`config.mk`:
```
export PLATFORM = sky130hd
export DESIGN_NAME = orx_exec_top
export DESIGN_NICKNAME = d
export VERILOG_FILES = /design/src/rtl/orx_pkg.sv /design/src/rtl/orx_ctrl.sv /design/src/rtl/orx_datapath.sv /design/src/rtl/orx_exec_top.sv
export SDC_FILE = /design/constraint.sdc
export NUM_CORES = 1
export LEC_CHECK = 0
export BUFFER_PORTS_ARGS = -buffer_cell sky130_fd_sc_hd__clkbuf_2
export CORE_MARGIN = 5
export CORE_UTILIZATION = 30
export CTS_CLUSTER_DIAMETER = 120
export DETAILED_ROUTE_END_ITERATION = 12
export HOLD_SLACK_MARGIN = 0.03
export SLEW_MARGIN = 30
export SYNTH_ARGS = -nofsm -noshare
export SYNTH_HDL_FRONTEND = slang
export SYNTH_SLANG_ARGS = --single-unit
```
`constraint.sdc`:
```
create_clock -name clk -period 1.5 [get_ports clk]
set_clock_uncertainty 0.2 [all_clocks]
set_input_delay 0.3 -clock clk [delete_from_list [all_inputs] [get_ports clk]]
set_output_delay 0.3 -clock clk [all_outputs]
set_load 0.02 [all_outputs]
```
`src/rtl/orx_pkg.sv`:
```
package orx_pkg;

  typedef enum logic [1:0] {
    SZ_BYTE  = 2'd0,
    SZ_WORD  = 2'd1,
    SZ_DWORD = 2'd2,
    SZ_QWORD = 2'd3
  } opSize_e;

  typedef enum logic [1:0] {
    IMM_NONE   = 2'd0,
    IMM_ZX8    = 2'd1,
    IMM_SX8    = 2'd2,
    IMM_NATIVE = 2'd3
  } immMode_e;

  // strobes from control to datapath
  typedef struct packed {
    logic     legal;
    immMode_e immMode;
    opSize_e  effSize;
  } ctrlStrobe_t;

  localparam int FLAG_N  = 6;
  localparam int FL_OF   = 5;
  localparam int FL_SF   = 4;
  localparam int FL_ZF   = 3;
  localparam int FL_AF   = 2;
  localparam int FL_PF   = 1;
  localparam int FL_CF   = 0;

  localparam logic [7:0] OPC_RM8_R  = 8'h08;
  localparam logic [7:0] OPC_RMV_R  = 8'h09;
  localparam logic [7:0] OPC_R8_RM  = 8'h0A;
  localparam logic [7:0] OPC_RV_RM  = 8'h0B;
  localparam logic [7:0] OPC_ACC8   = 8'h0C;
  localparam logic [7:0] OPC_ACCV   = 8'h0D;
  localparam logic [7:0] OPC_GRP8   = 8'h80;
  localparam logic [7:0] OPC_GRPV   = 8'h81;
  localparam logic [7:0] OPC_GRPSX  = 8'h83;
  localparam logic [2:0] GRP_OR_SEL = 3'd1;

endpackage

```
`src/rtl/orx_ctrl.sv`:
```
module orx_ctrl
  import orx_pkg::*;
(
  input  logic [7:0]  opByte,
  input  logic [2:0]  modrmReg,
  input  logic [1:0]  opSize,
  input  logic        memDst,
  input  logic        memSrc,
  output ctrlStrobe_t strobe
);

  logic    wideOk;
  logic    grpSel;
  logic    formOk;
  opSize_e reqSize;

  assign reqSize = opSize_e'(opSize);
  assign wideOk  = (reqSize != SZ_BYTE);
  assign grpSel  = (modrmReg == GRP_OR_SEL);

  always_comb begin
    formOk          = 1'b0;
    strobe.immMode  = IMM_NONE;
    strobe.effSize  = SZ_BYTE;
    unique case (opByte)
      OPC_RM8_R, OPC_R8_RM: begin
        formOk = 1'b1;
      end
      OPC_RMV_R, OPC_RV_RM: begin
        formOk         = wideOk;
        strobe.effSize = reqSize;
      end
      OPC_ACC8: begin
        formOk         = 1'b1;
        strobe.immMode = IMM_ZX8;
      end
      OPC_ACCV: begin
        formOk         = wideOk;
        strobe.immMode = IMM_NATIVE;
        strobe.effSize = reqSize;
      end
      OPC_GRP8: begin
        formOk         = grpSel;
        strobe.immMode = IMM_ZX8;
      end
      OPC_GRPV: begin
        formOk         = grpSel && wideOk;
        strobe.immMode = IMM_NATIVE;
        strobe.effSize = reqSize;
      end
      OPC_GRPSX: begin
        formOk         = grpSel && wideOk;
        strobe.immMode = IMM_SX8;
        strobe.effSize = reqSize;
      end
      default: begin
        formOk = 1'b0;
      end
    endcase
    strobe.legal = formOk && !(memDst && memSrc);
  end

endmodule

```
`src/rtl/orx_datapath.sv`:
```
module orx_datapath
  import orx_pkg::*;
#(
  parameter int DATA_W = 64,
  parameter int IMM_W  = 32
) (
  input  logic              clk,
  input  logic              rstN,
  input  logic              issueVld,
  input  ctrlStrobe_t       strobe,
  input  logic [DATA_W-1:0] srcA,
  input  logic [DATA_W-1:0] srcB,
  input  logic [IMM_W-1:0]  imm,
  output logic              resVld,
  output logic [DATA_W-1:0] resData,
  output logic              wrEn,
  output logic [FLAG_N-1:0] flags,
  output logic [FLAG_N-1:0] undefMask,
  output logic              illegal
);

  localparam int LANES = $clog2(DATA_W / 8) + 1;

  logic [DATA_W-1:0] operB;
  logic [DATA_W-1:0] rawOr;
  logic [DATA_W-1:0] laneRes  [LANES];
  logic              laneSign [LANES];
  logic [DATA_W-1:0] selRes;
  logic              selSign;
  logic [FLAG_N-1:0] nxtFlags;

  always_comb begin
    unique case (strobe.immMode)
      IMM_ZX8:    operB = {{(DATA_W-8){1'b0}}, imm[7:0]};
      IMM_SX8:    operB = {{(DATA_W-8){imm[7]}}, imm[7:0]};
      IMM_NATIVE: operB = {{(DATA_W-IMM_W){imm[IMM_W-1]}}, imm};
      default:    operB = srcB;
    endcase
  end

  assign rawOr = srcA | operB;

  for (genvar k = 0; k < LANES; k++) begin : g_lane
    localparam int LW = 8 << k;
    if (LW >= DATA_W) begin : g_full
      assign laneRes[k] = rawOr;
    end else begin : g_part
      assign laneRes[k] = {{(DATA_W-LW){1'b0}}, rawOr[LW-1:0]};
    end
    assign laneSign[k] = rawOr[LW-1];
  end

  always_comb begin
    selRes  = laneRes[0];
    selSign = laneSign[0];
    for (int k = 0; k < LANES; k++) begin
      if (int'(strobe.effSize) == k) begin
        selRes  = laneRes[k];
        selSign = laneSign[k];
      end
    end
  end

  always_comb begin
    nxtFlags        = '0;
    nxtFlags[FL_SF] = selSign;
    nxtFlags[FL_ZF] = (selRes == '0);
    nxtFlags[FL_PF] = ~^selRes[7:0];
  end

  always_ff @(posedge clk or negedge rstN) begin
    if (!rstN) begin
      resVld    <= 1'b0;
      resData   <= '0;
      wrEn      <= 1'b0;
      flags     <= '0;
      undefMask <= '0;
      illegal   <= 1'b0;
    end else begin
      resVld    <= issueVld;
      resData   <= '0;
      wrEn      <= 1'b0;
      flags     <= '0;
      undefMask <= '0;
      illegal   <= 1'b0;
      if (issueVld) begin
        if (strobe.legal) begin
          resData          <= selRes;
          wrEn             <= 1'b1;
          flags            <= nxtFlags;
          undefMask[FL_AF] <= 1'b1;
        end else begin
          illegal <= 1'b1;
        end
      end
    end
  end

endmodule

```
`src/rtl/orx_exec_top.sv`:
```
module orx_exec_top
  import orx_pkg::*;
#(
  parameter int DATA_W = 64,
  parameter int IMM_W  = 32
) (
  input  logic              clk,
  input  logic              rstN,
  input  logic              issueVld,
  input  logic [7:0]        opByte,
  input  logic [2:0]        modrmReg,
  input  logic [1:0]        opSize,
  input  logic              memDst,
  input  logic              memSrc,
  input  logic [DATA_W-1:0] srcA,
  input  logic [DATA_W-1:0] srcB,
  input  logic [IMM_W-1:0]  imm,
  output logic              resVld,
  output logic [DATA_W-1:0] resData,
  output logic              wrEn,
  output logic [5:0]        flags,
  output logic [5:0]        undefMask,
  output logic              illegal
);

  ctrlStrobe_t strobe;

  orx_ctrl u_ctrl (
    .opByte   (opByte),
    .modrmReg (modrmReg),
    .opSize   (opSize),
    .memDst   (memDst),
    .memSrc   (memSrc),
    .strobe   (strobe)
  );

  orx_datapath #(.DATA_W(DATA_W), .IMM_W(IMM_W)) u_dp (
    .clk       (clk),
    .rstN      (rstN),
    .issueVld  (issueVld),
    .strobe    (strobe),
    .srcA      (srcA),
    .srcB      (srcB),
    .imm       (imm),
    .resVld    (resVld),
    .resData   (resData),
    .wrEn      (wrEn),
    .flags     (flags),
    .undefMask (undefMask),
    .illegal   (illegal)
  );

endmodule

```
==> impl_summary.txt, run 1 <==
----------------------------------------------------
[Status]
  Outcome ... complete, but fails checks
  Violations in the final reports ... setup timing

[Routing]
  DRC errors left ... 0
  Total routed wirelength ... around 15 mm
  Detailed Route Iter0 Violations ... 230
  Detailed Routing Iterations Pass 1 ... 4
  Via density per instance ... 4.963
  Number of nets with antenna violations after routing ... 0
  Mean routed wirelength per cell ... 17.95 microns
  Via count of the routed design ... between 4k and 5k

[Floorplan]
  Starting density of the core ... 30.43%
  Cell Rows ... 39
  Horizontal die dimension ... 117.4 microns
  Floorplan core area ... 11370 sq um
  Die Ht ... 117.4 microns
  Die Area ... 13780 sq um
  Count of pins on the block boundary ... 257

[Placed design]
  Total of buffers placed on input and output ports ... 248
  Global placement routability congestion ... 0.8729
  Dpl hpwl ... 12.03 mm

[STA]
  Share of the clock period used by the worst path after layout ... 166.3%
  Max-slew violation count ... 0
  # setup viols final ... 69
  Final count of hold timing violations ... 0
  Final worst path period need ... 2495 ps
  Summed negative setup slack over all endpoints ... -44080 ps
  Maximum clock frequency ... 0.4008 GHz
  Setup repair after global routing missed its margin ... true
  Measured slew at the worst slew-check pin ... 571.1 ps
  Tightest slew margin relative to the limit ... 61.93%
  PnR worst setup slack ... -995.2 ps

[Synth]
  Flops & latches, synth ... 70
  Cell taking the most area after synthesis ... sky130_fd_sc_hd__dfrtp_1
  Number of different library cells in the post-synthesis netlist ... 45
  Cells taking the most area after synthesis ... sky130_fd_sc_hd__dfrtp_1 51%, sky130_fd_sc_hd__a21oi_1 13%, sky130_fd_sc_hd__nor2_1 4.2%, sky130_fd_sc_hd__a211o_1 3.3%, sky130_fd_sc_hd__a211oi_1 2.8%
  Number of cells produced by synthesis ... ~360
  Share of the yosys chip area belonging to registers ... 50.63%
  Yosys Warn Count ... 0
  Post-Synthesis Mean Instance Area ... 9.530 sq um
  Post-synthesis instance area ... 3460 sq um
  Synth top area share ... 50.63%

[Hold path]
  Path type of the worst min-delay path ... input port to flip-flop

[Final layout]
  Area growth from synthesis to layout ... 91.57%
  Number of nets in the finished design ... 890
  Number of diodes ... 0
  Layout cell share with drive strength beyond 1 ... 67.28%

[Setup path]
  Required arrival time at the worst endpoint ... roughly 1600 ps
  Worst-path fanout max ... 9
  Crit path DAT ... 2550 ps
  Type of destination of the critical path ... flip-flop
  Category of the most critical setup path ... input port to flip-flop
  Startpoint type of the worst setup path ... input port

[Pwr]
  Maximum ir drop on the vdd rail ... ~0.42 mV
  P per Cell Area ... between 600 and 700 nW/um^2
  Lkg Pwr ... between 3 and 4 nW
  Final Total Pwr ... 4.564 mW

[GRT]
  Overall global routing resource usage ... 21.73%
  Number of global-route vias before repair ... 4674
  Initial antenna violation count ... 0
  Pin count of the biggest net entering global routing ... 71
  Grt total ovfl ... 0
  Global-route wire length before repair ... 24.15 mm

[Clock network]
  Clock buffer count from CTS ... 9
  CTS sink cnt ... 70
  Maximum root-to-sink buffer count ... 2
  Clock transition at path regs ... 50 ps
  Cts-stage hold buffer count ... 1
  TritonCTS clock tree ... built
  H-tree lvl count ... 3
  Root Buffer ... sky130_fd_sc_hd__clkbuf_16

[Flow run]
  Max Cap Viol ... 0

----------------------------------------------------
area by class of cell:
class / instances / area, sq um
Inverter: 4 / 22.52
Clock inverter: 4 / 25.02
Tap cell: 143 / 178.9
Multi-Input combinational cell: 264 / 2071
Timing Repair Buffer: 359 / 2346
Fill cell: 993 / 4742
Clock buffer: 11 / 232.7
Sequential cell: 70 / 1752
sequential cells by signal (all words and copies together) (netlist names):
name / flops
u_dp.wrEn: 1
u_dp.resVld: 1
u_dp.flags: 3
u_dp.resData: 64
u_dp.illegal: 1
cells in the mapped netlist, drive strengths merged:
master and n:
and3b 1, xnor2 2, buf 17, a221o 1
conb 1, a2bb2oi 1, or4 2, or2 1
nor2 39, nor3b 2, or4b 1, inv 4
o21ai 13, ha 4, nand2 8, nand3 3
nor3 4, a31oi 5, or3b 1, nor4 15
a211oi 14, mux2i 1, dfrtp 70, a21o 2
clkbuf 15, xor2 1, or3 3, nor2b 2
mux2 7, a211o 13, nand2b 2, and2 1
nand4 8, o2111a 1, a21oi 88, nand3b 1
and3 9
through the flow:
stage / instance area, sq um / util (%) / worst slack (ps) / hold WS [ps] / std cells
floorplan: 3776 / - / -1160 / -195.6 / 370
finish: 6628 / 58.29 / -995.2 / 21.64 / 855
global route: 6628 / 58.29 / -1052 / 19.95 / 855
CTS: 6360 / 55.94 / -942.1 / 6.983 / 847
detailed placement: 5727 / 50.37 / -1447 / 143.1 / 819
global placement: 5727 / 50.37 / -1383 / 134.6 / 819
logic make-up (layout without fill, tap and decap cells):
| logic type | count (synthesis) | count (layout) | synth area share (%) |
|---|---|---|---|
| adders and majority gates | 4 | 4 | 1.447 |
| and+or+nand+nor | 103 | 103 | 15.77 |
| other | 1 | 8 | 0.1084 |
| buffers and inverters | 36 | 378 | 5.316 |
| DFF | 70 | 70 | 50.63 |
| muxes | 8 | 8 | 2.568 |
| xor gates and xnor gates | 3 | 3 | 0.7596 |
| AOI/OAI and AO/OA | 138 | 138 | 23.40 |
metal layers:
layer | track usage (%) | share of wire (%) | up-vias
met1 | 25.51 | 40 | 2010
met4 | 6.744 | 1.7 | 0
li1 | - | - | 2019
met5 | 0 | 0 | -
met2 | 37.59 | 50 | 198
met3 | 6.978 | 8.0 | 16
worst paths after layout:
path                            from                         end  slack [ps]  cells past startpoint
hold / removal               srcA[2]   u_dp.resData[2]$_DFF_PN0_          20                      3
min in group asynchronous       rstN  u_dp.resData[40]$_DFF_PN0_         320                      3
setup / recovery           opByte[4]     u_dp.flags[3]$_DFF_PN0_       -1000                     10
max in group asynchronous       rstN  u_dp.resData[12]$_DFF_PN0_         460                      3
critical path: stages:
cell,delay [ps]
sky130_fd_sc_hd__buf_6,100
sky130_fd_sc_hd__or3_4,390
sky130_fd_sc_hd__or2_4,330
sky130_fd_sc_hd__mux2_2,310
sky130_fd_sc_hd__nor2_4,120
sky130_fd_sc_hd__ha_1,170
sky130_fd_sc_hd__nand4_1,110
sky130_fd_sc_hd__or3_1,340
sky130_fd_sc_hd__nor4_2,160
sky130_fd_sc_hd__o2111a_1,220
what timing repair did:
action / in CTS / in global routing
cloned: 3 / 1
endpoints found under the hold margin: 79 / 2
pin swaps: 15 / 28
gates resized for setup: 47 / 54
buffers inserted: 9 / 12
endpoints found under the setup margin: 69 / 69
cell usage in the layout (no fill, tap or decap), drive strengths merged, types with 3 or more instances in the layout:
| cell type | count |
|---|---|
| mux2 | 7 |
| dfrtp | 70 |
| conb | 8 |
| inv | 4 |
| nand3 | 3 |
| o21ai | 13 |
| nor4 | 15 |
| a31oi | 5 |
| ha | 4 |
| or3 | 3 |
| and3 | 9 |
| buf | 111 |
| a21oi | 88 |
| nor2 | 39 |
| a211o | 13 |
| nand4 | 8 |
| clkbuf | 258 |
| nor3 | 4 |
| a211oi | 14 |
| nand2 | 8 |
power by group:
group	switching (mW)	internal [mW]
Sequential	0.00141	1.89
Combinational	0.405	0.416
Clock	0.745	1.10
Total	1.15	3.41
(Power assumes the default switching activity.)
==> run 2: changes to the inputs <==
MAX_ROUTING_LAYER = met4   (was default)
==> run 2 against run 1 <==
The flow still finishes with violations (setup timing). Sequential share of layout area down 0.27 points. Core utilization up 0.59 points. Global-route usage up 1.2 points. Count of clock-buffer cells in the layout down 1. Critical path depth up 1. Worst setup slack better by 11 ps.
==> impl_summary.txt, run 2 (synthesis gave the netlist of run 1 again) <==
----------------------------------------------------
[Clock network]
  Maximum root-to-sink buffer count ... 2 (unchanged)
  Cts-stage hold buffer count ... 1 (unchanged)
  CTS sink cnt ... 70 (unchanged)
  H-tree lvl count ... 3 (unchanged)
  Root Buffer ... sky130_fd_sc_hd__clkbuf_16
  TritonCTS clock tree ... built
  Clock buffer count from CTS ... 9 (unchanged)
  Clock transition at path regs ... 60 ps (about the same)

[GRT]
  Number of global-route vias before repair ... 4695 (+0.45%)
  Overall global routing resource usage ... 22.95% (+1.2 points)
  Global-route wire length before repair ... 24.67 mm (+2.2%)
  Initial antenna violation count ... 0 (unchanged)
  Grt total ovfl ... 0 (unchanged)
  Pin count of the biggest net entering global routing ... 71 (unchanged)

[Floorplan]
  Floorplan core area ... 11370 sq um (unchanged)
  Cell Rows ... 39 (unchanged)
  Die Area ... 13780 sq um (unchanged)
  Starting density of the core ... 30.43% (unchanged)
  Count of pins on the block boundary ... 257 (unchanged)
  Die Ht ... 117.4 microns (unchanged)
  Horizontal die dimension ... 117.4 microns (unchanged)

[Pwr]
  Lkg Pwr ... 3.541 nW (+0.47%)
  Final Total Pwr ... 5.012 mW (+9.8%)
  P per Cell Area ... 748.6 nW/um^2 (+8.7%)
  Maximum ir drop on the vdd rail ... 0.5917 mV (+40%)

[Final layout]
  Area growth from synthesis to layout ... 93.53%
  Largest registers ... u_dp.resData (64), u_dp.flags (3)
  Final cell area excluding filler cells ... 6695 sq um (+1.0%)
  Most frequent cells in the layout ... 243 x sky130_fd_sc_hd__clkbuf_2, 91 x sky130_fd_sc_hd__buf_4, 70 x sky130_fd_sc_hd__dfrtp_1
  Most common cell after layout, fill and taps aside ... sky130_fd_sc_hd__clkbuf_2
  Flip-flop count of the largest register after layout ... 64 (unchanged)
  Largest register by flop count ... u_dp.resData
  Layout cell share with drive strength beyond 1 ... 67.55% (+0.27 points)
  Number of nets in the finished design ... 896 (+0.67%)
  Total of fill cells in the finished design ... 999 (+0.60%)
  Number of diodes ... 0 (unchanged)

[Placed design]
  Placement Setup Slack ... -1484 ps (-37.05 ps)
  Dpl hpwl ... 12.02 mm (about the same)
  Global placement routability congestion ... 0.8895 (+1.9%)
  Cell area after placement ... 5719 sq um (-0.13%)
  Total of buffers placed on input and output ports ... 248 (unchanged)

[Status]
  Outcome ... complete, but fails checks
  Violations in the final reports ... setup timing

[Routing]
  Detailed Route Iter0 Violations ... 181 (-21%)
  Via density per instance ... 5.001 (+0.78%)
  Number of nets with antenna violations after routing ... 0 (unchanged)
  Mean routed wirelength per cell ... 18.17 microns (+1.2%)
  Via count of the routed design ... 4306 (+1.5%)
  DRC errors left ... 0 (unchanged)
  Detailed Routing Iterations Pass 1 ... 4 (unchanged)
  Total routed wirelength ... 15.64 mm (+1.9%)

[STA]
  Final worst path period need ... 2484 ps (-10.69 ps)
  # setup viols final ... 69 (unchanged)
  Final count of hold timing violations ... 0 (unchanged)
  Hold Slack ... 30.10 ps (+8.461 ps)
  Tightest slew margin relative to the limit ... 62.35% (+0.42 points)
  PnR worst setup slack ... -984.5 ps (+10.69 ps)
  Maximum clock frequency ... 0.4025 GHz (+0.43%)
  Measured slew at the worst slew-check pin ... 564.7 ps (-6.325 ps)
  Share of the clock period used by the worst path after layout ... 165.6% (-0.71 points)
  Setup repair after global routing missed its margin ... true
  Max-slew violation count ... 0 (unchanged)

[Setup path]
  Required arrival time at the worst endpoint ... 1560 ps (about the same)
  Slowest library cell on the worst path ... sky130_fd_sc_hd__or3_1
  Worst-path fanout max ... 5 (-4)
  Crit path DAT ... 2550 ps (about the same)
  Category of the most critical setup path ... input port to flip-flop
  Type of destination of the critical path ... flip-flop
  Startpoint type of the worst setup path ... input port
  Max stage delay on crit path ... 350 ps (-40 ps)
  Series of cell instances along the critical path ... clkbuf_2 > nand3b_1 > a2bb2oi_4 > or2_4 > mux2_2 > nor2_4 > ha_1 > nand4_1 > or3_1 > nor4_2 > o2111a_1

[Hold path]
  Endpoint, Worst Hold ... u_dp.resData[2]$_DFF_PN0_
  Path type of the worst min-delay path ... input port to flip-flop
  Worst hold start ... srcA[2]
  Worst Hold Path Cells ... 3 (unchanged)

[Flow run]
  Max Cap Viol ... 0 (unchanged)

----------------------------------------------------
run 2: changes by cell type in the layout (fill, tap and decap cells not counted), moves of 2 or more:
| cell | change |
|---|---|
| sky130_fd_sc_hd__buf_4 | +10 |
| sky130_fd_sc_hd__a21oi_1 | +5 |
| sky130_fd_sc_hd__nor2_4 | +4 |
| sky130_fd_sc_hd__a21oi_2 | -3 |
| sky130_fd_sc_hd__buf_16 | -3 |
| sky130_fd_sc_hd__buf_6 | +3 |
| sky130_fd_sc_hd__clkbuf_2 | -3 |
| sky130_fd_sc_hd__nor2_1 | -3 |
| sky130_fd_sc_hd__a211oi_2 | -2 |
| sky130_fd_sc_hd__a211oi_4 | +2 |
| sky130_fd_sc_hd__a21oi_4 | -2 |
| sky130_fd_sc_hd__bufinv_16 | +2 |
| sky130_fd_sc_hd__clkbuf_1 | -2 |
| sky130_fd_sc_hd__clkinv_2 | -2 |
run 2: layout make-up:
cell class / instances / area (sq um) / share of cell area (%)
Clock buffer: 10 / 239.0 / 3.569
Multi-Input combinational cell: 265 / 2107 / 31.47
Clock inverter: 5 / 83.83 / 1.252
Sequential cell: 70 / 1752 / 26.16
Timing Repair Buffer: 364 / 2312 / 34.54
Inverter: 4 / 22.52 / 0.3364
Tap cell: 143 / 178.9 / 2.672
run 2: worst max-delay path, delay by kind of cell:
| family | cells | cell delay (ps) |
|---|---|---|
| simple gates | 6 | 1250 |
| compound gates | 2 | 420 |
| fa+ha+maj | 1 | 160 |
| buf+inv | 1 | 100 |
| mux | 1 | 310 |
run 2: how the worst max path moves through the flow:
| stage | endpoint | slack, ps | cells past startpoint | from |
|---|---|---|---|---|
| global route | u_dp.flags[3]$_DFF_PN0_ | -1130 | 11 | opByte[7] |
| global placement | u_dp.flags[3]$_DFF_PN0_ | -1400 | 10 | opByte[5] |
| finish | u_dp.flags[3]$_DFF_PN0_ | -980 | 11 | opByte[7] |
| CTS | u_dp.flags[3]$_DFF_PN0_ | -940 | 10 | opByte[5] |
| floorplan | u_dp.flags[3]$_DFF_PN0_ | -1160 | 11 | opByte[5] |
| detailed placement | u_dp.flags[3]$_DFF_PN0_ | -1480 | 10 | opByte[5] |
run 2: routing by layer:
metal / wire length, microns / global-route usage [%] / up-vias
li1: - / - / 2029
met1: 6170 / 26.56 / 2035
met2: 7943 / 38.37 / 216
met3: 1210 / 6.641 / 26
met4: 318 / 7.324 / 0
met5: 0 / - / -
run 2: per-stage QoR:
stage	cells	utilization, %	TNS, ps
finish	861	58.89	-41620
global route	861	58.89	-44880
CTS	851	56.32	-44850
detailed placement	818	50.30	-59020
global placement	818	50.30	-57930
floorplan	370	-	-34860
run 2: power breakdown:
group | leakage [nW] | total, mW | internal (mW) | switching (mW)
clock | 0.151 | 2.27 | 1.49 | 0.782
combinational | 2.42 | 0.842 | 0.428 | 0.414
sequential | 0.974 | 1.90 | 1.89 | 0.00161
total | 3.54 | 5.01 | 3.81 | 1.20
run 2: timing repair:
item                                   CTS  global route
endpoints found under the hold margin   76             1
pin swaps                               28            13
buffers inserted                        14            17
setup endpoints to repair               69            69
gates resized for setup                 36            67
gates cloned                             4             0
==> run 3: changes to the inputs <==
GPL_TIMING_DRIVEN = 0   (was default)
==> run 3 against run 2 <==
The run still ends with setup timing left. Global-route usage decreased by 0.70 points. Combinational power decreased by 6.4%. Wire length decreased by 0.39%. Via count decreased by 4.2%. Sequential share of layout area increased by 0.42 points. First-iteration DRC count increased by 29%. Core utilization decreased by 0.94 points. Critical endpoint unchanged.
==> impl_summary.txt, run 3 (synthesis gave the netlist of run 1 again) <==
----------------------------------------------------
[Final layout]
  Area growth from synthesis to layout ... 90.45%
  Most common cell after layout, fill and taps aside ... sky130_fd_sc_hd__clkbuf_2
  Area occupied by multi-input gates ... 2223 sq um (+5.5%)
  Register area ... 1752 sq um (unchanged)
  Number of diodes ... 0 (unchanged)
  Flip-flop count of the largest register after layout ... 64 (unchanged)
  Total of fill cells in the finished design ... 992 (-0.70%)
  Largest register by flop count ... u_dp.resData
  Most frequent cells in the layout ... 246 x sky130_fd_sc_hd__clkbuf_2, 70 x sky130_fd_sc_hd__dfrtp_1, 39 x sky130_fd_sc_hd__a21oi_2
  Filler-free cell count of the finished design ... 822 (-4.5%)
  Layout cell share with drive strength beyond 1 ... 66.86% (-0.69 points)
  Number of nets in the finished design ... 857 (-4.4%)
  Largest registers ... u_dp.resData (64), u_dp.flags (3)

[STA]
  Final count of hold timing violations ... 0 (unchanged)
  Hold Slack ... 23.91 ps (-6.195 ps)
  Measured slew at the worst slew-check pin ... 770.1 ps (+205.3 ps)
  # setup viols final ... 69 (unchanged)
  Tightest slew margin relative to the limit ... 48.66% (-14 points)
  Max-slew violation count ... 0 (unchanged)
  Share of the clock period used by the worst path after layout ... 177.4% (+12 points)
  Maximum clock frequency ... 0.3759 GHz (-6.6%)
  Final worst path period need ... 2660 ps (+175.8 ps)
  PnR worst setup slack ... -1160 ps (-175.8 ps)
  Setup repair after global routing missed its margin ... true

[Clock network]
  H-tree lvl count ... 3 (unchanged)
  Maximum root-to-sink buffer count ... 2 (unchanged)
  Cts-stage hold buffer count ... 2 (+1)
  TritonCTS clock tree ... built
  Clock transition at path regs ... 60 ps (about the same)
  CTS sink cnt ... 70 (unchanged)
  Root Buffer ... sky130_fd_sc_hd__clkbuf_16
  Clock buffer count from CTS ... 9 (unchanged)

[Routing]
  DRC errors left ... 0 (unchanged)
  Uppermost layer routed ... met4
  Met3 wirelength from detailed routing ... 1.099 mm (-9.2%)
  Total routed wirelength ... 15.58 mm (-0.39%)
  Detailed Routing Iterations Pass 1 ... 4 (unchanged)
  Via count of the routed design ... 4123 (-4.2%)
  Number of nets with antenna violations after routing ... 0 (unchanged)
  Length of routed met2 wiring ... 7.971 mm (+0.35%)
  Via density per instance ... 5.016 (+0.29%)
  Sum of routed wire segments on met1 ... 6.074 mm (-1.6%)
  Detailed Route Iter0 Violations ... 233 (+29%)
  Mean routed wirelength per cell ... 18.96 microns (+4.3%)

[Floorplan]
  Horizontal die dimension ... 117.4 microns (unchanged)
  Starting density of the core ... 30.43% (unchanged)
  Count of pins on the block boundary ... 257 (unchanged)
  Floorplan core area ... 11370 sq um (unchanged)
  Die Area ... 13780 sq um (unchanged)
  Cell Rows ... 39 (unchanged)
  Die Ht ... 117.4 microns (unchanged)

[Setup path]
  Startpoint type of the worst setup path ... input port
  Crit path DAT ... 2710 ps (+160 ps)
  Type of destination of the critical path ... flip-flop
  Worst setup startpoint ... opByte[5]
  Required arrival time at the worst endpoint ... 1550 ps (about the same)
  Category of the most critical setup path ... input port to flip-flop
  Worst-path fanout max ... 7 (+2)

[Pwr]
  Maximum ir drop on the vdd rail ... 0.5439 mV (-8.1%)
  P per Cell Area ... 726.5 nW/um^2 (-3.0%)
  Sw Share ... 25.04% (+1.2 points)
  Part of the total power dissipated in sequential elements ... 39.6% (+1.8 points)
  Internal power consumption ... 3.588 mW (-5.9%)
  Switch Pwr ... 1.199 mW (+0.11%)
  Lkg Pwr ... 3.399 nW (-4.0%)
  Final Total Pwr ... 4.787 mW (-4.5%)
  Logic pwr share ... 16.5% (-0.3 points)
  Clock Power Share ... 43.9% (-1.5 points)

[Flow run]
  Max Cap Viol ... 0 (unchanged)

[Status]
  Outcome ... complete, but fails checks
  Violations in the final reports ... setup timing

[Placed design]
  Dpl hpwl ... 11.99 mm (-0.33%)
  Total of buffers placed on input and output ports ... 248 (unchanged)
  Total instance count after detailed placement ... 762 (-6.8%)
  Global placement routability congestion ... 0.9662 (+8.6%)

[GRT]
  Grt total ovfl ... 0 (unchanged)
  Overall global routing resource usage ... 22.25% (-0.70 points)
  Global-route wire length before repair ... 23.76 mm (-3.7%)
  Number of global-route vias before repair ... 4516 (-3.8%)
  Initial antenna violation count ... 0 (unchanged)
  Pin count of the biggest net entering global routing ... 45 (-37%)

[Hold path]
  Path type of the worst min-delay path ... input port to flip-flop
  Worst Hold Path Cells ... 3 (unchanged)
  Worst hold start ... srcA[6]

----------------------------------------------------
-- run 3: path summary, 6_finish.rpt --
kind	slack, ps	endpoint
max	-1160	u_dp.flags[3]$_DFF_PN0_
min	20	u_dp.resData[6]$_DFF_PN0_
max in group asynchronous	250	u_dp.resData[7]$_DFF_PN0_
min in group asynchronous	280	u_dp.resData[35]$_DFF_PN0_
-- run 3: layout make-up --
type	count	area share (%)
buffer	31	4.861
clock buffer	10	3.627
clock inverter	5	0.9115
inverter	4	0.3418
multi-input combinational	264	33.74
sequential	70	26.59
tap	143	2.716
timing repair buffer	295	27.21
-- run 3: stage by stage --
step	util [%]	setup WS (ps)	instance area, sq um	setup TNS (ps)
after floorplan	-	-1160	3776	-34860
final	57.95	-1160	6589	-40490
after detailed placement	45.90	-2009	5219	-57210
after global routing	57.95	-1309	6589	-43370
after CTS	54.56	-1158	6203	-36500
after global placement	45.70	-2013	5196	-97860
-- run 3: power by group through the flow --
stage,registers (mW),logic [mW],clock network [mW]
CTS,1.89,0.730,2.16
global route,1.89,0.855,2.25
floorplan,1.94,0.248,0
global placement,1.93,0.613,0
detailed placement,1.93,0.632,0
finish,1.89,0.788,2.10
-- run 3: per-layer routing --
layer	vias to the layer above	GRT usage, %
met5	-	-
met4	0	7.324
met3	28	5.967
met2	214	37.45
met1	1932	25.72
li1	1949	-
-- run 3: what timing repair did --
item	in CTS	in global routing
gates cloned	2	4
gates resized for setup	81	67
buffers inserted	28	11
setup endpoints to repair	67	70
pin swaps	20	26
hold endpoints to repair	35	2
-- run 3: worst max-delay path, cell delays in order --
cell and delay, ps:
sky130_fd_sc_hd__buf_6 90, sky130_fd_sc_hd__or3_4 390, sky130_fd_sc_hd__or2_1 230, sky130_fd_sc_hd__buf_6 150, sky130_fd_sc_hd__buf_8 140, sky130_fd_sc_hd__mux2_2 300, sky130_fd_sc_hd__nor2_4 140, sky130_fd_sc_hd__ha_4 140
sky130_fd_sc_hd__nand4_1 100, sky130_fd_sc_hd__or3_1 330, sky130_fd_sc_hd__nor4_2 150, sky130_fd_sc_hd__o2111a_2 260
